**src/rtl/gpio_data_pkg.sv**
```systemverilog
`timescale 1ns/1ps
package gpio_data_pkg;

  localparam int BYTE_W = 8;

  // Debug address decode: 0 -> high word (returns lanes),
  // 1..lanes -> low lane (lanes-addr), MSB first; otherwise -1.
  function automatic int dbg_target(input int addr, input int lanes);
    if (addr == 0) return lanes;
    if (addr <= lanes) return lanes - addr;
    return -1;
  endfunction

  // Byte merge for one lane: new byte when enabled, else old.
  function automatic logic [BYTE_W-1:0] lane_pick(input logic en,
                                                  input logic [BYTE_W-1:0] nw,
                                                  input logic [BYTE_W-1:0] old);
    return en ? nw : old;
  endfunction

endpackage

```
**src/rtl/gpio_lo_stage.sv**
```systemverilog
`timescale 1ns/1ps
module gpio_lo_stage
  import gpio_data_pkg::*;
#(
  parameter int LO_W = 32
) (
  input  logic                              clk,
  input  logic                              rst_n,
  input  logic                              bus_wr_lo,
  input  logic [LO_W/BYTE_W-1:0]            bus_be,
  input  logic [LO_W-1:0]                   bus_wdata,
  input  logic                              dbg_lo_wr,
  input  logic [$clog2(LO_W/BYTE_W)-1:0]    dbg_lane,
  input  logic [BYTE_W-1:0]                 dbg_byte,
  output logic                              commit,
  output logic [LO_W-1:0]                   out_lo
);
  localparam int LANES = LO_W / BYTE_W;

  logic [LO_W-1:0] shadow_q, shadow_d, out_d;

  // A write that enables the top lane releases the staged word.
  assign commit = bus_wr_lo & bus_be[LANES-1];

  for (genvar g = 0; g < LANES; g++) begin : g_lane
    logic bus_hit, dbg_hit;
    logic [BYTE_W-1:0] after_dbg_sh, after_dbg_out;
    assign bus_hit = bus_wr_lo & bus_be[g];
    assign dbg_hit = dbg_lo_wr & (int'(dbg_lane) == g);
    assign after_dbg_sh  = lane_pick(dbg_hit, dbg_byte, shadow_q[g*BYTE_W +: BYTE_W]);
    assign after_dbg_out = lane_pick(dbg_hit, dbg_byte, out_lo[g*BYTE_W +: BYTE_W]);
    // bus wins over debug on the same lane
    assign shadow_d[g*BYTE_W +: BYTE_W] =
      lane_pick(bus_hit, bus_wdata[g*BYTE_W +: BYTE_W], after_dbg_sh);
    assign out_d[g*BYTE_W +: BYTE_W] =
      commit ? shadow_d[g*BYTE_W +: BYTE_W] : after_dbg_out;
  end

  always_ff @(posedge clk or negedge rst_n) begin
    if (!rst_n) begin
      shadow_q <= '0;
      out_lo   <= '0;
    end else begin
      shadow_q <= shadow_d;
      out_lo   <= out_d;
    end
  end

endmodule

```
**src/rtl/gpio_hi_stage.sv**
```systemverilog
`timescale 1ns/1ps
module gpio_hi_stage
  import gpio_data_pkg::*;
#(
  parameter int HI_W = 6
) (
  input  logic              clk,
  input  logic              rst_n,
  input  logic              bus_wr_hi,
  input  logic [HI_W-1:0]   bus_bits,
  input  logic              dbg_hi_wr,
  input  logic [HI_W-1:0]   dbg_bits,
  output logic              hi_load,
  output logic [HI_W-1:0]   out_hi
);
  logic [HI_W-1:0] out_d;

  assign hi_load = bus_wr_hi | dbg_hi_wr;

  always_comb begin
    out_d = out_hi;
    if (dbg_hi_wr) out_d = dbg_bits;
    if (bus_wr_hi) out_d = bus_bits;
  end

  always_ff @(posedge clk or negedge rst_n) begin
    if (!rst_n) out_hi <= '0;
    else        out_hi <= out_d;
  end

endmodule

```
**src/rtl/gpio_rd_mux.sv**
```systemverilog
`timescale 1ns/1ps
module gpio_rd_mux
  import gpio_data_pkg::*;
#(
  parameter int LO_W = 32,
  parameter int HI_W = 6
) (
  input  logic [LO_W+HI_W-1:0]            pad_in,
  input  logic                            bus_sel_hi,
  input  logic                            dbg_sel_hi,
  input  logic                            dbg_sel_lo,
  input  logic [$clog2(LO_W/BYTE_W)-1:0]  dbg_lane,
  output logic [LO_W-1:0]                 bus_rdata,
  output logic [BYTE_W-1:0]               dbg_rdata
);
  logic [LO_W-1:0]   hi_wide;
  logic [BYTE_W-1:0] hi_byte;

  always_comb begin
    hi_wide = '0;
    hi_wide[HI_W-1:0] = pad_in[LO_W +: HI_W];
    hi_byte = '0;
    hi_byte[HI_W-1:0] = pad_in[LO_W +: HI_W];
  end

  assign bus_rdata = bus_sel_hi ? hi_wide : pad_in[LO_W-1:0];

  always_comb begin
    dbg_rdata = '0;
    if (dbg_sel_hi)      dbg_rdata = hi_byte;
    else if (dbg_sel_lo) dbg_rdata = pad_in[int'(dbg_lane)*BYTE_W +: BYTE_W];
  end

endmodule

```
**src/rtl/gpio_data_reg.sv**
```systemverilog
`timescale 1ns/1ps
module gpio_data_reg
  import gpio_data_pkg::*;
#(
  parameter int LO_W   = 32,
  parameter int HI_W   = 6,
  parameter int DBG_AW = 3
) (
  input  logic                   clk,
  input  logic                   rst_n,
  input  logic                   bus_wr,
  input  logic                   bus_sel_hi,
  input  logic [LO_W/8-1:0]      bus_be,
  input  logic [LO_W-1:0]        bus_wdata,
  output logic [LO_W-1:0]        bus_rdata,
  input  logic                   dbg_wr,
  input  logic [DBG_AW-1:0]      dbg_addr,
  input  logic [7:0]             dbg_wdata,
  output logic [7:0]             dbg_rdata,
  input  logic [LO_W+HI_W-1:0]   pad_in,
  output logic [LO_W+HI_W-1:0]   pad_out
);
  localparam int LANES   = LO_W / BYTE_W;
  localparam int LANE_IW = $clog2(LANES);

  // named internal events (observed by the bound checker)
  int                 dbg_tgt;
  logic               dbg_sel_hi, dbg_sel_lo;
  logic [LANE_IW-1:0] dbg_lane;
  logic               bus_wr_lo, bus_wr_hi;
  logic               lo_commit, hi_load;
  logic [LO_W-1:0]    out_lo;
  logic [HI_W-1:0]    out_hi;

  assign dbg_tgt    = dbg_target(int'(dbg_addr), LANES);
  assign dbg_sel_hi = (dbg_tgt == LANES);
  assign dbg_sel_lo = (dbg_tgt >= 0) && (dbg_tgt < LANES);
  assign dbg_lane   = dbg_tgt[LANE_IW-1:0];
  assign bus_wr_lo  = bus_wr & ~bus_sel_hi;
  assign bus_wr_hi  = bus_wr & bus_sel_hi & bus_be[0];

  gpio_lo_stage #(.LO_W(LO_W)) u_lo (
    .clk       (clk),
    .rst_n     (rst_n),
    .bus_wr_lo (bus_wr_lo),
    .bus_be    (bus_be),
    .bus_wdata (bus_wdata),
    .dbg_lo_wr (dbg_wr & dbg_sel_lo),
    .dbg_lane  (dbg_lane),
    .dbg_byte  (dbg_wdata),
    .commit    (lo_commit),
    .out_lo    (out_lo)
  );

  gpio_hi_stage #(.HI_W(HI_W)) u_hi (
    .clk       (clk),
    .rst_n     (rst_n),
    .bus_wr_hi (bus_wr_hi),
    .bus_bits  (bus_wdata[HI_W-1:0]),
    .dbg_hi_wr (dbg_wr & dbg_sel_hi),
    .dbg_bits  (dbg_wdata[HI_W-1:0]),
    .hi_load   (hi_load),
    .out_hi    (out_hi)
  );

  gpio_rd_mux #(.LO_W(LO_W), .HI_W(HI_W)) u_rd (
    .pad_in     (pad_in),
    .bus_sel_hi (bus_sel_hi),
    .dbg_sel_hi (dbg_sel_hi),
    .dbg_sel_lo (dbg_sel_lo),
    .dbg_lane   (dbg_lane),
    .bus_rdata  (bus_rdata),
    .dbg_rdata  (dbg_rdata)
  );

  assign pad_out = {out_hi, out_lo};

endmodule

```
**config.mk**
```make
export PLATFORM = sky130hd
export DESIGN_NAME = gpio_data_reg
export DESIGN_NICKNAME = d
export VERILOG_FILES = /design/src/rtl/gpio_data_pkg.sv /design/src/rtl/gpio_lo_stage.sv /design/src/rtl/gpio_hi_stage.sv /design/src/rtl/gpio_rd_mux.sv /design/src/rtl/gpio_data_reg.sv
export SDC_FILE = /design/constraint.sdc
export NUM_CORES = 1
export LEC_CHECK = 0
export ABC_AREA = 1
export BUFFER_PORTS_ARGS = -buffer_cell sky130_fd_sc_hd__buf_4
export CAP_MARGIN = 5
export CORE_ASPECT_RATIO = 1.2
export CORE_UTILIZATION = 35
export CTS_BUF_LIST = sky130_fd_sc_hd__clkbuf_4 sky130_fd_sc_hd__clkbuf_8
export DETAILED_ROUTE_END_ITERATION = 7
export PLACE_DENSITY = 0.72
export SETUP_SLACK_MARGIN = 0.05
export SYNTH_ARGS = -nofsm -noshare
export SYNTH_HDL_FRONTEND = slang
export SYNTH_SLANG_ARGS = --single-unit
```
**constraint.sdc**
```tcl
create_clock -name clk -period 2.8 [get_ports clk]
set_input_delay 0.56 -clock clk [delete_from_list [all_inputs] [get_ports clk]]
set_output_delay 0.56 -clock clk [all_outputs]
set_load 0.05 [all_outputs]
```
==> flow_metrics.tcl <==
set metrics [dict create \
    syn-num-nets 666 \
    ys_types 29 \
    clock_sinks 62 \
    cellLeakagePower_nw 3.307 \
    rsz0062_at_grt "false" \
    vias 4527 \
    max_cap_viol_count 0 \
    rr_startpoint "u_lo.shadow_q[23]$_DFF_PN0_" \
    slew_headroom 0.4682 \
    dp_hpwl_um 10110 \
    avgSynthCellArea_um2 6.898 \
    drtIter0Drc 345 \
    rows 42 \
    area_growth_pct 50.11 \
    tightest_slew_ps 797.7 \
    fin_hold_ws_ps 315.5 \
    layout_common_cells "buf_4, nand2_1, inv_1, nand3_1, dfrtp_1" \
    design.die.area_um2 11720 \
    cpMaxStageDelayCell "nor2_4" \
    slew_viol_final 0 \
    overflow 0 \
    cts_tree "done" \
    reg2reg_depth 6 \
    num_antenna_cells 0 \
    cp-start-kind "primary input" \
    status "complete, no violations" \
    cts_max_level 3 \
    ys_seq_elements 62 \
    worstPathArrival_ps 2140 \
    fillCellCount 1059 \
    peakVddDrop_uv 514.8 \
    cp_slowest_stage_delay_ps 220 \
    cts_buffers 9 \
    power_density_nw_per_um2 614.6 \
    fin_cells 891 \
    setup_viol 0 \
    pre_cts_ws_ps -131.0 \
    criticalPathCategory "primary input to output port" \
    ys.warnings.count 0 \
    antenna_found_initial 0 \
    worst-path-max-fanout 7 \
    cp_cell_sequence "buf_4, inv_1, ha_4, inv_2, ha_4, nor2_4, nor2_4, nor2_4, buf_6, a21oi_2, o21ai_4, buf_6" \
    place.gp.congestion 0.8658 \
    grt_max_degree 63 \
    drc 0 \
    drive_above_1_share 0.3478 \
    io_pins 168 \
    final_nets 847 \
    chipWidth_um 99.01 \
    hold_buffers 0 \
    required_ps 2240 \
    viasPerCell 5.081 \
    r2r_slack_ps 1950 \
    start_util 0.3582 \
    crit_top_cell "nor2_4" \
    grt_pass1_wl_um 21080 \
    drtPass1Iterations 5 \
    post-route-period-util 0.9642 \
    wl_per_cell_um 15.42 \
    worst_slack_ps 100.2 \
    syn_area_um2 3953 \
    final_common_cell "buf_4" \
    yosysSeqAreaShare 0.3925 \
    core-area_um2 11040 \
    synthCells 573 \
    cts.clk_slew.worst_paths_ps 70 \
    hold_viol 0 \
    clk_latency_ps 340 \
    ant_nets 0 \
    timing.final.crit_period_ps 2700 \
    clock.fmax_mhz 370.4 \
    hp-class "primary input to async pin" \
    timing.rr.end "u_lo.out_lo[23]$_DFFE_PN0P_" \
    clockRootBuffer "clkbuf_8" \
    numPortBuffers 167 \
    crit_path_end_kind "output port" \
    clock_path_buffers 2 \
    wirelength_um 13740 \
    grt_pass1_vias 4097 \
    die_height_um 118.4 \
    placedCellCount 870 \
    skew_ps 4.388 \
    grt_usage 0.2312 \
]
-- state kept, by name (all words and copies together), names as in the netlist --
signal,cells
u_lo.out_lo,32
u_hi.out_hi,6
u_lo.shadow_q,24
-- synth_stat cells --
master | count | area share
buf_1 | 2 | 0.0019
nand4_1 | 30 | 0.047
nand4_4 | 3 | 0.016
nor2_1 | 29 | 0.028
inv_2 | 1 | 0.00095
clkinv_1 | 1 | 0.00095
buf_4 | 3 | 0.0057
a21oi_1 | 14 | 0.018
nor2_8 | 1 | 0.0051
o21a_1 | 6 | 0.011
nand2_1 | 176 | 0.17
a31oi_1 | 2 | 0.0032
a21oi_2 | 1 | 0.0022
inv_4 | 1 | 0.0016
nor2_4 | 3 | 0.0085
clkbuf_1 | 9 | 0.0085
o21ai_0 | 21 | 0.027
o22ai_1 | 4 | 0.0063
inv_1 | 99 | 0.094
dfrtp_1 | 62 | 0.39
nand2_4 | 2 | 0.0057
nand3_2 | 3 | 0.0076
o21ai_2 | 1 | 0.0022
ha_1 | 3 | 0.0095
buf_2 | 7 | 0.0089
o21ai_1 | 1 | 0.0013
nand2_2 | 5 | 0.0079
nand3_1 | 79 | 0.10
buf_6 | 4 | 0.011
-- critical path, delay by kind of cell --
kind / cells / cell delay [ps]
AO/OA/AOI/OAI: 2 / 200
AND/OR/NAND/NOR: 3 / 490
buffers and inverters: 5 / 560
adder cells (fa/ha/maj): 2 / 320
-- kinds of logic after synthesis --
| kind of cell | Yosys count | share of synthesized area |
|---|---|---|
| AO/OA/AOI/OAI | 50 | 0.07091 |
| AND/OR/NAND/NOR | 331 | 0.3932 |
| flip-flops | 62 | 0.3925 |
| adder cells (fa/ha/maj) | 3 | 0.009498 |
| buffers and inverters | 127 | 0.1339 |
-- final cells by class --
type	count	area (um2)	area share
inverter	102	387.9	0.06537
sequential	62	1551	0.2615
multi-input combinational	384	2132	0.3593
timing repair buffer	195	1501	0.2531
tap	132	165.2	0.02784
clock buffer	16	195.2	0.03290
-- report_power, final --
part / internal, mW / switching (mW) / leakage, nW
sequential: 1.09 / 0.0930 / 0.739
clock: 0.435 / 0.338 / 0.105
combinational: 0.570 / 1.12 / 2.46
-- worst max path at each step --
stage,start,to,slack (ps),cells after the start
3_3_place_gp,dbg_addr[0],dbg_rdata[4],-60,13
2_1_floorplan,bus_sel_hi,bus_rdata[2],30,4
6_report,dbg_addr[1],dbg_rdata[1],100,12
4_1_cts,dbg_addr[0],dbg_rdata[5],50,12
5_1_grt,dbg_addr[0],dbg_rdata[1],30,12
3_5_place_dp,dbg_addr[0],dbg_rdata[4],-130,13
-- through the flow --
| step | power [mW] | cell area (um2) | setup TNS [ps] | util |
|---|---|---|---|---|
| finish | 3.647 | 5933 | 0 | 0.5376 |
| global route | 3.841 | 5933 | 0 | 0.5376 |
| CTS | 3.608 | 5763 | 0 | 0.5222 |
| detailed placement | 2.823 | 5534 | -624.0 | 0.5015 |
| global placement | 2.794 | 5534 | -155.2 | 0.5015 |
| floorplan | 2.280 | 4090 | 0 | - |
-- layer usage --
layer	part of all wire	track usage
met1	0.38	0.2699
met2	0.51	0.4025
met4	0.041	0.1166
met3	0.068	0.04140
met5	0	0
-- timing repair --
action                                  in CTS  in global routing
resized for setup                           15                 39
hold endpoints to repair                     0                  0
pin swaps                                    0                  7
setup buffers                                0                  5
endpoints found under the setup margin       8                  8
(Power assumes the default switching activity.)
